==> config.mk <==
export PLATFORM = sky130hd
export DESIGN_NAME = fp32_to_int_cvt
export DESIGN_NICKNAME = d
export VERILOG_FILES = /design/src/rtl/fp32_to_int_cvt.sv
export SDC_FILE = /design/constraint.sdc
export NUM_CORES = 1
export LEC_CHECK = 0
export ABC_AREA = 1
export ABC_CLOCK_PERIOD_IN_PS = 1800
export BUFFER_PORTS_ARGS = -buffer_cell sky130_fd_sc_hd__buf_4
export CORE_MARGIN = 5
export CORE_UTILIZATION = 45
export CTS_CLUSTER_DIAMETER = 100
export DETAILED_ROUTE_END_ITERATION = 10
export PLACE_DENSITY = 0.74
export SETUP_SLACK_MARGIN = 0.5
export SYNTH_ARGS = -nofsm -noshare
export SYNTH_HDL_FRONTEND = slang
export SYNTH_SLANG_ARGS = --single-unit
==> constraint.sdc <==
create_clock -name clk -period 1.8 [get_ports clk]
set_input_delay 0.18 -clock clk [delete_from_list [all_inputs] [get_ports clk]]
set_output_delay 0.18 -clock clk [all_outputs]
set_load 0.01 [all_outputs]
==> src/rtl/fp32_to_int_cvt.sv <==
module fp32_to_int_cvt #(
  parameter bit REG_OUT = 1'b1
) (
  input  logic        clk,
  input  logic        rst_n,
  input  logic        in_valid,
  output logic        in_ready,
  input  logic [31:0] in_bits,
  input  logic        in_unsigned,
  input  logic [1:0]  in_rmode,
  output logic        out_valid,
  input  logic        out_ready,
  output logic [31:0] out_int,
  output logic        out_invalid,
  output logic        out_inexact
);
  localparam int EXP_W  = 8;
  localparam int FRAC_W = 23;
  localparam int INT_W  = 32;
  localparam int MANT_W = FRAC_W + 1;
  localparam int SHW_W  = INT_W + MANT_W;
  localparam logic [EXP_W-1:0] EXP_HALF = 8'd126;
  localparam logic [EXP_W-1:0] EXP_HUGE = 8'd159;

  logic              sgn;
  logic [EXP_W-1:0]  ex;
  logic [FRAC_W-1:0] fr;
  logic              is_nan, is_huge, is_small;
  logic [EXP_W-1:0]  sh;
  logic [SHW_W-1:0]  shifted;
  logic [INT_W-1:0]  ipart;
  logic              half, stk, lost, inc;
  logic [INT_W:0]    mag;
  logic [INT_W-1:0]  res;
  logic              inv, inx;

  assign sgn      = in_bits[31];
  assign ex       = in_bits[30:23];
  assign fr       = in_bits[22:0];
  assign is_nan   = (&ex) && (|fr);
  assign is_huge  = ex >= EXP_HUGE;
  assign is_small = ex < EXP_HALF;
  assign sh       = ex - EXP_HALF;
  assign shifted  = {{INT_W{1'b0}}, (|ex), fr} << sh[5:0];
  assign ipart    = is_small ? '0 : shifted[SHW_W-1:MANT_W];
  assign half     = is_small ? 1'b0 : shifted[MANT_W-1];
  assign stk      = is_small ? (|in_bits[30:0]) : (|shifted[MANT_W-2:0]);
  assign lost     = half | stk;

  always_comb begin
    case (in_rmode)
      2'b00:   inc = half & (stk | ipart[0]);
      2'b01:   inc = 1'b0;
      2'b10:   inc = sgn & lost;
      default: inc = ~sgn & lost;
    endcase
  end

  assign mag = {1'b0, ipart} + {{INT_W{1'b0}}, inc};

  always_comb begin
    inv = 1'b0;
    res = '0;
    if (is_nan) begin
      inv = 1'b1;
      res = in_unsigned ? '1 : 32'h7FFF_FFFF;
    end else if (in_unsigned) begin
      if (sgn) begin
        inv = is_huge || (mag != '0);
      end else if (is_huge || mag[INT_W]) begin
        inv = 1'b1;
        res = '1;
      end else begin
        res = mag[INT_W-1:0];
      end
    end else if (sgn) begin
      if (is_huge || mag > 33'h0_8000_0000) begin
        inv = 1'b1;
        res = 32'h8000_0000;
      end else begin
        res = -mag[INT_W-1:0];
      end
    end else if (is_huge || mag > 33'h0_7FFF_FFFF) begin
      inv = 1'b1;
      res = 32'h7FFF_FFFF;
    end else begin
      res = mag[INT_W-1:0];
    end
  end

  assign inx = lost & ~inv;

  generate
    if (REG_OUT) begin : g_reg
      assign in_ready = ~out_valid | out_ready;

      always_ff @(posedge clk or negedge rst_n) begin
        if (!rst_n) begin
          out_valid   <= 1'b0;
          out_int     <= '0;
          out_invalid <= 1'b0;
          out_inexact <= 1'b0;
        end else if (in_ready) begin
          out_valid <= in_valid;
          if (in_valid) begin
            out_int     <= res;
            out_invalid <= inv;
            out_inexact <= inx;
          end
        end
      end

      assert_hold_R8: assert property (@(posedge clk) disable iff (!rst_n)
        out_valid && !out_ready |=> out_valid && $stable(out_int)
                                   && $stable(out_invalid) && $stable(out_inexact));

      assert_nan_sat_R3: assert property (@(posedge clk) disable iff (!rst_n)
        in_valid && in_ready && (&in_bits[30:23]) && (|in_bits[22:0])
        |=> out_valid && out_invalid && (&out_int[30:0]));

      assert_pinf_sat_R4: assert property (@(posedge clk) disable iff (!rst_n)
        in_valid && in_ready && !in_unsigned && in_bits == 32'h7F80_0000
        |=> out_invalid && out_int == 32'h7FFF_FFFF);

      assert_ninf_sat_R4: assert property (@(posedge clk) disable iff (!rst_n)
        in_valid && in_ready && !in_unsigned && in_bits == 32'hFF80_0000
        |=> out_invalid && out_int == 32'h8000_0000);

      assert_uinf_sat_R5: assert property (@(posedge clk) disable iff (!rst_n)
        in_valid && in_ready && in_unsigned && in_bits == 32'h7F80_0000
        |=> out_invalid && out_int == 32'hFFFF_FFFF);

      assert_uneg_zero_R6: assert property (@(posedge clk) disable iff (!rst_n)
        in_valid && in_ready && in_unsigned && in_bits[31]
        && in_bits[30:23] >= 8'd127 && !((&in_bits[30:23]) && (|in_bits[22:0]))
        |=> out_invalid && out_int == '0);

      assert_flag_excl_R7: assert property (@(posedge clk) disable iff (!rst_n)
        out_valid |-> !(out_invalid && out_inexact));
    end else begin : g_comb
      assign in_ready    = out_ready;
      assign out_valid   = in_valid;
      assign out_int     = res;
      assign out_invalid = inv;
      assign out_inexact = inx;
    end
  endgenerate
endmodule

==> results.sh, run 1 <==
export IMPL_remaining_drc_errors=0
export IMPL_rows=45
export IMPL_p_leak_nw=6.126
export IMPL_final_setup_worst_slack_ns=-2.907
export IMPL_hp_start="in_valid"
export IMPL_htree_levels=2
export IMPL_crit_arrival_ns=4.92
export IMPL_reg2reg_depth=7
export IMPL_setup_viol=34
export IMPL_synth_area_sq_um=7084
export IMPL_syn_area_per_cell_sq_um=5.709
export IMPL_peakVddDrop_mv=0.5146
export IMPL_critPathRequiredTime_ns=2.02
export IMPL_antenna_left=0
export IMPL_vias=11490
export IMPL_io_pins=75
export IMPL_io_buffers=74
export IMPL_cellPowerDensity_nw_per_um2=573.1
export IMPL_critPathMaxStageDelay_ns=0.40
export IMPL_viasPerCell=6.067
export IMPL_cts_sinks=35
export IMPL_grt_pass1_wl_mm=52.47
export IMPL_cpMostUsedCell="buf_4"
export IMPL_synthCells=1241
export IMPL_numCtsBuffers=5
export IMPL_worstHoldPathType="in2reg"
export IMPL_grt_usage_pct=35.29
export IMPL_root_buffer="clkbuf_16"
export IMPL_core_area_sq_um=15310
export IMPL_r2r_slack_ns=0.09
export IMPL_whs_ns=0.1812
export IMPL_worst_slew_pin_slew_ns=0.5046
export IMPL_yosysTopAreaCell="nand2_1"
export IMPL_status="complete, but fails checks"
export IMPL_yosysSeqAreaShare_pct=12.36
export IMPL_grt_max_degree=36
export IMPL_clock_path_buffers=2
export IMPL_finalHoldViolCount=0
export IMPL_synth_top_cell_area_share_pct=20.56
export IMPL_layout_cells_non_filler=1894
export IMPL_dieArea_sq_um=18350
export IMPL_routed_wl_mm=36.01
export IMPL_rsz0062_at_grt="true"
export IMPL_fp_dieW_um=135.5
export IMPL_start_kind="primary input"
export IMPL_finalPower_mw=6.805
export IMPL_overflow=0
export IMPL_end_kind="flop"
export IMPL_timing_rr_end="out_int[30]$_DFFE_PN0P_"
export IMPL_place_congestion=1.099
export IMPL_slowest_stage="ha_4"
export IMPL_first_iter_violations=1576
export IMPL_r2r_start="out_valid$_DFFE_PN0N_"
export IMPL_hold_path_depth=3
export IMPL_fin_crit_sh_pct=261.5
export IMPL_syn_nets=1286
export IMPL_cp_num_buf_inv=21
export IMPL_synth_area_top_cells="nand2_1 (21%), nand3_1 (15%), dfrtp_1 (12%)"
export IMPL_initial_core_util_pct=46.26
export IMPL_dp_cells=1794
export IMPL_critPathMaxFanout=7
export IMPL_crit_type="in2reg"
export IMPL_drive_gt1_share_pct=44.50
export IMPL_finalInstanceArea_sq_um=11870
export IMPL_layout_nets=1727
export IMPL_cp_top_family="buffers and inverters"
export IMPL_diodes=0
export IMPL_slew_viol_final=0
export IMPL_final_setup_skew_ns=0.004635
export IMPL_dpl_hpwl_mm=23.58
export IMPL_hold_end="out_valid$_DFFE_PN0N_"
export IMPL_clock_fmax_ghz=0.2124
export IMPL_slew_limit_headroom_pct=66.24
export IMPL_final_core_util_pct=77.52
export IMPL_synth_top_flop_cell="dfrtp_1"
export IMPL_clk_latency_ns=0.30
export IMPL_cts_clk_slew_worst_paths_ns=0.06
export IMPL_grt_pass1_vias=10290
export IMPL_period_needed_ns=4.707
export IMPL_place_area_sq_um=10190
export IMPL_syn2layout_area_growth_pct=67.59
export IMPL_grt_antenna_before_repair=0
export IMPL_synth_async_sr_flop_share_pct=100.0
export IMPL_ys_seq_elements=35
export IMPL_dr_pass1_iters=9
export IMPL_violations="setup timing"
export IMPL_yosysMostFrequentCell="nand2_1"
export IMPL_netlist_top_cells_count="nand2_1 (388), nand3_1 (218), nor2_1 (119)"
export IMPL_die_h_um=135.5
export IMPL_synth_cell_type_count=50
export IMPL_synth_enable_flop_cells=0
export IMPL_wire_per_inst_um=19.01
export IMPL_yosysWarnings=0
export IMPL_maxCapViolCount=0
export IMPL_cts_tree="yes"
worst max path at each step:
stage                         endpoint  depth (start not counted)  slack, ns   startpoint
2_1_floorplan   out_int[1]$_DFFE_PN0P_                         36      -2.49  in_bits[24]
6_report       out_int[14]$_DFFE_PN0P_                         37      -2.91  in_bits[25]
4_1_cts        out_int[15]$_DFFE_PN0P_                         36      -2.46  in_bits[24]
3_5_place_dp   out_int[11]$_DFFE_PN0P_                         35      -3.08  in_bits[24]
3_3_place_gp   out_int[31]$_DFFE_PN0P_                         35      -2.95  in_bits[24]
5_1_grt        out_int[16]$_DFFE_PN0P_                         35      -3.20  in_bits[25]
timing repair:
item                       4_1_cts  5_1_grt
pin swaps                       48       55
hold buffers                     1        0
buffers inserted                66       18
resized for setup              108       68
setup endpoints to repair       34       34
hold endpoints to repair        35        0
cloned                           7        0
per-stage QoR:
stage | setup slack [ns] | setup TNS [ns]
after floorplan | -2.492 | -82.51
after global placement | -2.945 | -97.87
after detailed placement | -3.079 | -102.07
after CTS | -2.459 | -81.59
after global routing | -3.201 | -104.02
final | -2.907 | -96.40
worst register-to-register path, cell delays in order, from the launching register on:
cell and delay, ns:
dfrtp_1 0.37, nand2_1 0.12, nand2_1 0.13, inv_2 0.25, nand2_1 0.15, buf_12 0.19
a21oi_1 0.28, a21oi_2 0.10
area by class of cell:
class | count | area [sq um]
multi-input combinational | 1055 | 6141
timing repair buffer | 486 | 4011
fill | 1048 | 3442
sequential | 35 | 875.8
inverter | 97 | 409.1
tap | 211 | 264.0
clock buffer | 8 | 156.4
timing repair inverter | 2 | 15.01
registers in the layout, indices dropped and copies added, names as in the netlist:
name	flops
out_int	32
out_inexact	1
out_invalid	1
out_valid	1
layer usage:
metal	up-vias	part of all wire, %	routed length [um]	track usage (%)
met3	288	12	4435	6.798
met4	0	7.5	2707	17.58
met2	1010	44	15920	56.55
met1	5175	36	12950	45.28
li1	5017	-	-	-
met5	-	0	0	0
placed cells by master, fill, tap and decap left out, types with 26 or more instances in the layout:
| cell | n |
|---|---|
| nor2_4 | 29 |
| nand2_1 | 354 |
| dfrtp_1 | 35 |
| inv_1 | 70 |
| nand2_2 | 50 |
| o21ai_0 | 28 |
| buf_4 | 450 |
| a21oi_2 | 26 |
| a21oi_1 | 52 |
| nor2_1 | 106 |
| nand3_1 | 184 |
| nand3_2 | 45 |
| nand4_1 | 40 |
kinds of logic after synthesis:
| logic type | after synthesis | synth area share (%) |
|---|---|---|
| AND/OR/NAND/NOR | 871 | 59.45 |
| AO/OA/AOI/OAI | 157 | 14.13 |
| flip-flops | 35 | 12.36 |
| buffers and inverters | 151 | 10.14 |
| adder cells (fa/ha/maj) | 6 | 1.060 |
| XOR/XNOR | 21 | 2.861 |
power breakdown:
| group | leakage, nW | internal [mW] | switching [mW] |
|---|---|---|---|
| sequential | 0.406 | 0.930 | 0.0889 |
| clock | 0.0772 | 0.591 | 0.369 |
| combinational | 5.64 | 2.23 | 2.59 |
No activity file was read; power rests on OpenSTA's default activity.
==> inputs of run 2 (changes only) <==
- ABC_CLOCK_PERIOD_IN_PS: 1800 -> 5290
- clock period: 1.8 -> 5.29 ns (I/O delays scaled with it)
==> results.sh, run 2 (synthesis results as in run 1) <==
export IMPL_final_cell_mix="nand2_1 (350), buf_4 (197), nand3_1 (182), nor2_1 (101), inv_1 (71)"
export IMPL_critPathMaxFanout=8
export IMPL_grt_pass1_wl_mm=44.02
export IMPL_worstHoldPathType="in2async"
export IMPL_cts_sinks=35
export IMPL_largest_reg_flops=32
export IMPL_cpMostUsedCell="nand3_2"
export IMPL_slew_viol_final=0
export IMPL_top_register="out_int"
export IMPL_reg2reg_depth=6
export IMPL_peakVddDrop_mv=0.1433
export IMPL_io_buffers=74
export IMPL_crit_type="in2reg"
export IMPL_status="complete, no violations"
export IMPL_fin_setup_tns_ns=0
export IMPL_finalPower_mw=1.933
export IMPL_period_needed_ns=4.808
export IMPL_diodes=0
export IMPL_dieArea_sq_um=18350
export IMPL_slowest_stage="ha_4"
export IMPL_core_area_sq_um=15310
export IMPL_maxCapViolCount=0
export IMPL_r2r_start="out_valid$_DFFE_PN0N_"
export IMPL_root_buffer="clkbuf_16"
export IMPL_antenna_left=0
export IMPL_initial_core_util_pct=46.26
export IMPL_regArea_sq_um=875.8
export IMPL_timing_rr_end="out_int[11]$_DFFE_PN0P_"
export IMPL_htree_levels=2
export IMPL_die_h_um=135.5
export IMPL_final_common_cell="nand2_1"
export IMPL_grt_pass1_vias=8419
export IMPL_vias=9412
export IMPL_finalHoldViolCount=0
export IMPL_grt_max_degree=38
export IMPL_clock_path_buffers=2
export IMPL_io_pins=75
export IMPL_end_kind="flop"
export IMPL_place_area_sq_um=8571
export IMPL_clk_latency_ns=0.29
export IMPL_slew_limit_headroom_pct=23.09
export IMPL_place_congestion=1.090
export IMPL_whs_ns=0.1916
export IMPL_critPathMaxStageDelay_ns=0.33
export IMPL_fill_cells=1431
export IMPL_final_setup_skew_ns=0.005456
export IMPL_layout_nets=1464
export IMPL_grt_antenna_before_repair=0
export IMPL_critPathRequiredTime_ns=5.50
export IMPL_cts_hold_buf=0
export IMPL_rows=45
export IMPL_r2r_slack_ns=2.66
export IMPL_start_kind="primary input"
export IMPL_cellPowerDensity_nw_per_um2=197.6
export IMPL_clock_fmax_ghz=0.2080
export IMPL_layout_cells_non_filler=1630
export IMPL_viasPerCell=5.774
export IMPL_fp_dieW_um=135.5
export IMPL_multiInputGateArea_sq_um=6128
export IMPL_final_setup_worst_slack_ns=0.4819
export IMPL_numCtsBuffers=5
export IMPL_drive_gt1_share_pct=35.10
export IMPL_final_core_util_pct=63.90
export IMPL_dpl_hpwl_mm=21.92
export IMPL_cts_tree="yes"
export IMPL_worst_slew_pin_slew_ns=1.152
export IMPL_crit_arrival_ns=5.02
export IMPL_dp_slack_ns=-0.04493
export IMPL_wire_per_inst_um=17.57
export IMPL_setup_viol=0
export IMPL_dr_pass1_iters=8
export IMPL_dp_cells=1591
export IMPL_fin_crit_sh_pct=90.89
export IMPL_remaining_drc_errors=0
export IMPL_finalInstanceArea_sq_um=9786
export IMPL_routed_wl_mm=28.64
export IMPL_overflow=0
export IMPL_first_iter_violations=972
export IMPL_p_leak_nw=4.820
export IMPL_cts_clk_slew_worst_paths_ns=0.05
export IMPL_syn2layout_area_growth_pct=38.13
export IMPL_grt_usage_pct=29.60
export IMPL_rsz0062_at_grt="true"
run 2: changes by cell type in the layout (fill, tap and decap cells not counted), moves of 4 or more:
cell,before,now
nand2_2,50,54
buf_4,450,197
nor2_2,16,22
nor2_1,106,101
buf_12,16,11
nand2_1,354,350
buf_6,12,8
o21bai_2,5,9
run 2: critical path: cells and delay by family:
kind            cells  cell delay, ns
simple gates       18            2.00
buf+inv             7            0.87
compound gates      6            0.87
fa+ha+maj           3            0.73
run 2: how the worst max path moves through the flow:
stage | from | endpoint | slack (ns) | depth (start not counted)
final | in_bits[24] | out_int[16]$_DFFE_PN0P_ | 0.48 | 34
after global routing | in_bits[24] | out_int[18]$_DFFE_PN0P_ | 0.29 | 36
after CTS | in_bits[25] | out_int[16]$_DFFE_PN0P_ | 0.51 | 35
after detailed placement | in_bits[24] | out_int[17]$_DFFE_PN0P_ | -0.04 | 36
after global placement | in_bits[24] | out_int[17]$_DFFE_PN0P_ | -0.05 | 35
after floorplan | in_bits[24] | out_int[1]$_DFFE_PN0P_ | 0.52 | 37
run 2: layout make-up:
cell class,instances,share of cell area (%)
clock buffers,6,1.419
multi-input cells,1055,62.63
flip-flops and latches,35,8.950
clock inverters,1,0.05114
inverters,97,4.181
well taps,211,2.698
repair buffers,225,20.07
run 2: per-layer routing:
metal / routed length (um) / track usage (%)
met5: 0 / 0
met4: 989 / 8.623
met2: 12310 / 44.55
met3: 2895 / 5.349
met1: 12450 / 43.00
run 2: where the power goes:
group          switching (mW)  internal, mW  leakage, nW
clock network           0.117         0.184       0.0727
registers              0.0283         0.317        0.406
logic                   0.754         0.534         4.34
total                   0.899          1.03         4.82
run 2: repair_timing:
| item | CTS | global route |
|---|---|---|
| pin swaps | 20 | 61 |
| setup buffers | 11 | 17 |
| cloned | 3 | 1 |
| resized for setup | 72 | 128 |
| endpoints found under the setup margin | 34 | 34 |
==> inputs of run 3 (changes only) <==
- CORE_MARGIN: 5 -> 3
- REMOVE_ABC_BUFFERS: not set -> 1
==> results.sh, run 3 (synthesis results as in run 1) <==
export IMPL_critPathMaxStageDelay_ns=0.35
export IMPL_layout_nets=1452
export IMPL_cts_tree="yes"
export IMPL_power_switching_share_pct=46.43
export IMPL_p_sw_uw=877.1
export IMPL_grt_pass1_wl_mm=42.68
export IMPL_crit_end="out_invalid$_DFFE_PN0P_"
export IMPL_drive_gt1_share_pct=32.69
export IMPL_r2r_start="out_valid$_DFFE_PN0N_"
export IMPL_p_int_mw=1.012
export IMPL_grt_usage_pct=29.73
export IMPL_htree_levels=2
export IMPL_die_h_um=131.5
export IMPL_worstHoldPathType="in2async"
export IMPL_dpl_hpwl_mm=21.16
export IMPL_fin_setup_tns_ns=0
export IMPL_fin_crit_sh_pct=92.46
export IMPL_grt_pass1_vias=8236
export IMPL_wire_per_inst_um=17.39
export IMPL_reg2reg_depth=6
export IMPL_comb_power_share_pct=65.5
export IMPL_io_pins=75
export IMPL_seqPwrFrac_pct=18.2
export IMPL_finalHoldViolCount=0
export IMPL_root_buffer="clkbuf_16"
export IMPL_overflow=0
export IMPL_cp_num_buf_inv=7
export IMPL_period_needed_ns=4.891
export IMPL_status="complete, no violations"
export IMPL_critPathRequiredTime_ns=5.42
export IMPL_final_setup_skew_ns=0.009134
export IMPL_peakVddDrop_mv=0.1491
export IMPL_vias=9273
export IMPL_maxCapViolCount=0
export IMPL_slew_limit_headroom_pct=23.55
export IMPL_io_buffers=74
export IMPL_initial_core_util_pct=46.26
export IMPL_final_common_cell="nand2_1"
export IMPL_cpMostUsedCell="nand2_2"
export IMPL_antenna_left=0
export IMPL_dieArea_sq_um=17280
export IMPL_start_kind="primary input"
export IMPL_crit_type="in2reg"
export IMPL_clock_path_buffers=2
export IMPL_critPathMaxFanout=13
export IMPL_r2r_slack_ns=2.72
export IMPL_crit_arrival_ns=5.02
export IMPL_routed_wl_mm=28.13
export IMPL_clock_fmax_ghz=0.2044
export IMPL_setup_viol=0
export IMPL_cp_depth=34
export IMPL_top_register="out_int"
export IMPL_grt_max_degree=38
export IMPL_rsz0062_at_grt="true"
export IMPL_syn2layout_area_growth_pct=34.92
export IMPL_fp_dieW_um=131.5
export IMPL_largest_reg_flops=32
export IMPL_viasPerCell=5.731
export IMPL_diodes=0
export IMPL_cts_hold_buf=0
export IMPL_core_area_sq_um=15310
export IMPL_cellPowerDensity_nw_per_um2=197.6
export IMPL_p_leak_nw=4.732
export IMPL_cp_top_family="simple AND/OR/NAND/NOR gates"
export IMPL_clkPwrFrac_pct=16.3
export IMPL_final_cell_mix="nand2_1 (362), nand3_1 (188), buf_4 (181), nor2_1 (104), inv_1 (69)"
export IMPL_finalPower_mw=1.889
export IMPL_cts_sinks=35
export IMPL_cts_clk_slew_worst_paths_ns=0.06
export IMPL_slowest_stage="ha_4"
export IMPL_end_kind="flop"
export IMPL_slew_viol_final=0
export IMPL_startpoint="in_bits[24]"
export IMPL_worst_slew_pin_slew_ns=1.144
export IMPL_clk_latency_ns=0.29
export IMPL_rows=45
export IMPL_numCtsBuffers=5
export IMPL_timing_rr_end="out_int[18]$_DFFE_PN0P_"
export IMPL_dr_pass1_iters=7
export IMPL_first_iter_violations=1056
export IMPL_grt_antenna_before_repair=0
export IMPL_remaining_drc_errors=0
export IMPL_place_congestion=1.001
run 3: worst min-delay path by stage:
stage	end	startpoint	slack (ns)
3_3_place_gp	out_inexact$_DFFE_PN0P_	out_inexact$_DFFE_PN0P_	0.49
4_1_cts	out_int[24]$_DFFE_PN0P_	rst_n	0.20
5_1_grt	out_int[23]$_DFFE_PN0P_	rst_n	0.22
6_report	out_int[27]$_DFFE_PN0P_	rst_n	0.18
3_5_place_dp	out_inexact$_DFFE_PN0P_	out_inexact$_DFFE_PN0P_	0.50
2_1_floorplan	out_inexact$_DFFE_PN0P_	rst_n	0.23
run 3: routing by layer:
metal | vias up | GRT usage (%) | wire, um
met2 | 470 | 45.21 | 12220
met5 | - | 0 | 0
met3 | 42 | 6.508 | 3022
met4 | 0 | 6.301 | 411
met1 | 4294 | 43.15 | 12480
li1 | 4467 | - | -
run 3: layout make-up:
cell class	instances	area [sq um]
Clock buffer	6	138.9
Clock inverter	1	5.005
Fill cell	1475	5757
Inverter	97	414.1
Multi-Input combinational cell	1055	5972
Sequential cell	35	875.8
Tap cell	211	264.0
Timing Repair Buffer	210	1859
Timing Repair inverter	3	28.78
run 3: power groups by stage:
stage	sequential, mW	clock (mW)	combinational (mW)
2_1_floorplan	0.369	0	0.595
3_3_place_gp	0.346	0	1.05
3_5_place_dp	0.348	0	1.05
4_1_cts	0.343	0.310	1.08
5_1_grt	0.351	0.321	1.34
6_report	0.343	0.308	1.24
run 3: what timing repair did:
item | 4_1_cts | 5_1_grt
cloned | 0 | 10
endpoints found under the hold margin | 0 | 0
setup buffers | 3 | 18
pin swaps | 6 | 50
setup endpoints to repair | 34 | 34
gates resized for setup | 20 | 145
run 3: per-stage QoR:
stage | worst slack [ns] | util, % | cell area [sq um] | hold WS (ns) | std cells
finish | 0.3988 | 62.41 | 9558 | 0.1795 | 1618
global route | 0.2630 | 62.41 | 9558 | 0.2174 | 1618
CTS | 0.5333 | 56.57 | 8663 | 0.2026 | 1590
detailed placement | 0.05474 | 55.08 | 8436 | 0.5031 | 1580
global placement | 0.1318 | 55.08 | 8436 | 0.4852 | 1580
floorplan | -0.2257 | - | 6740 | 0.2334 | 1187
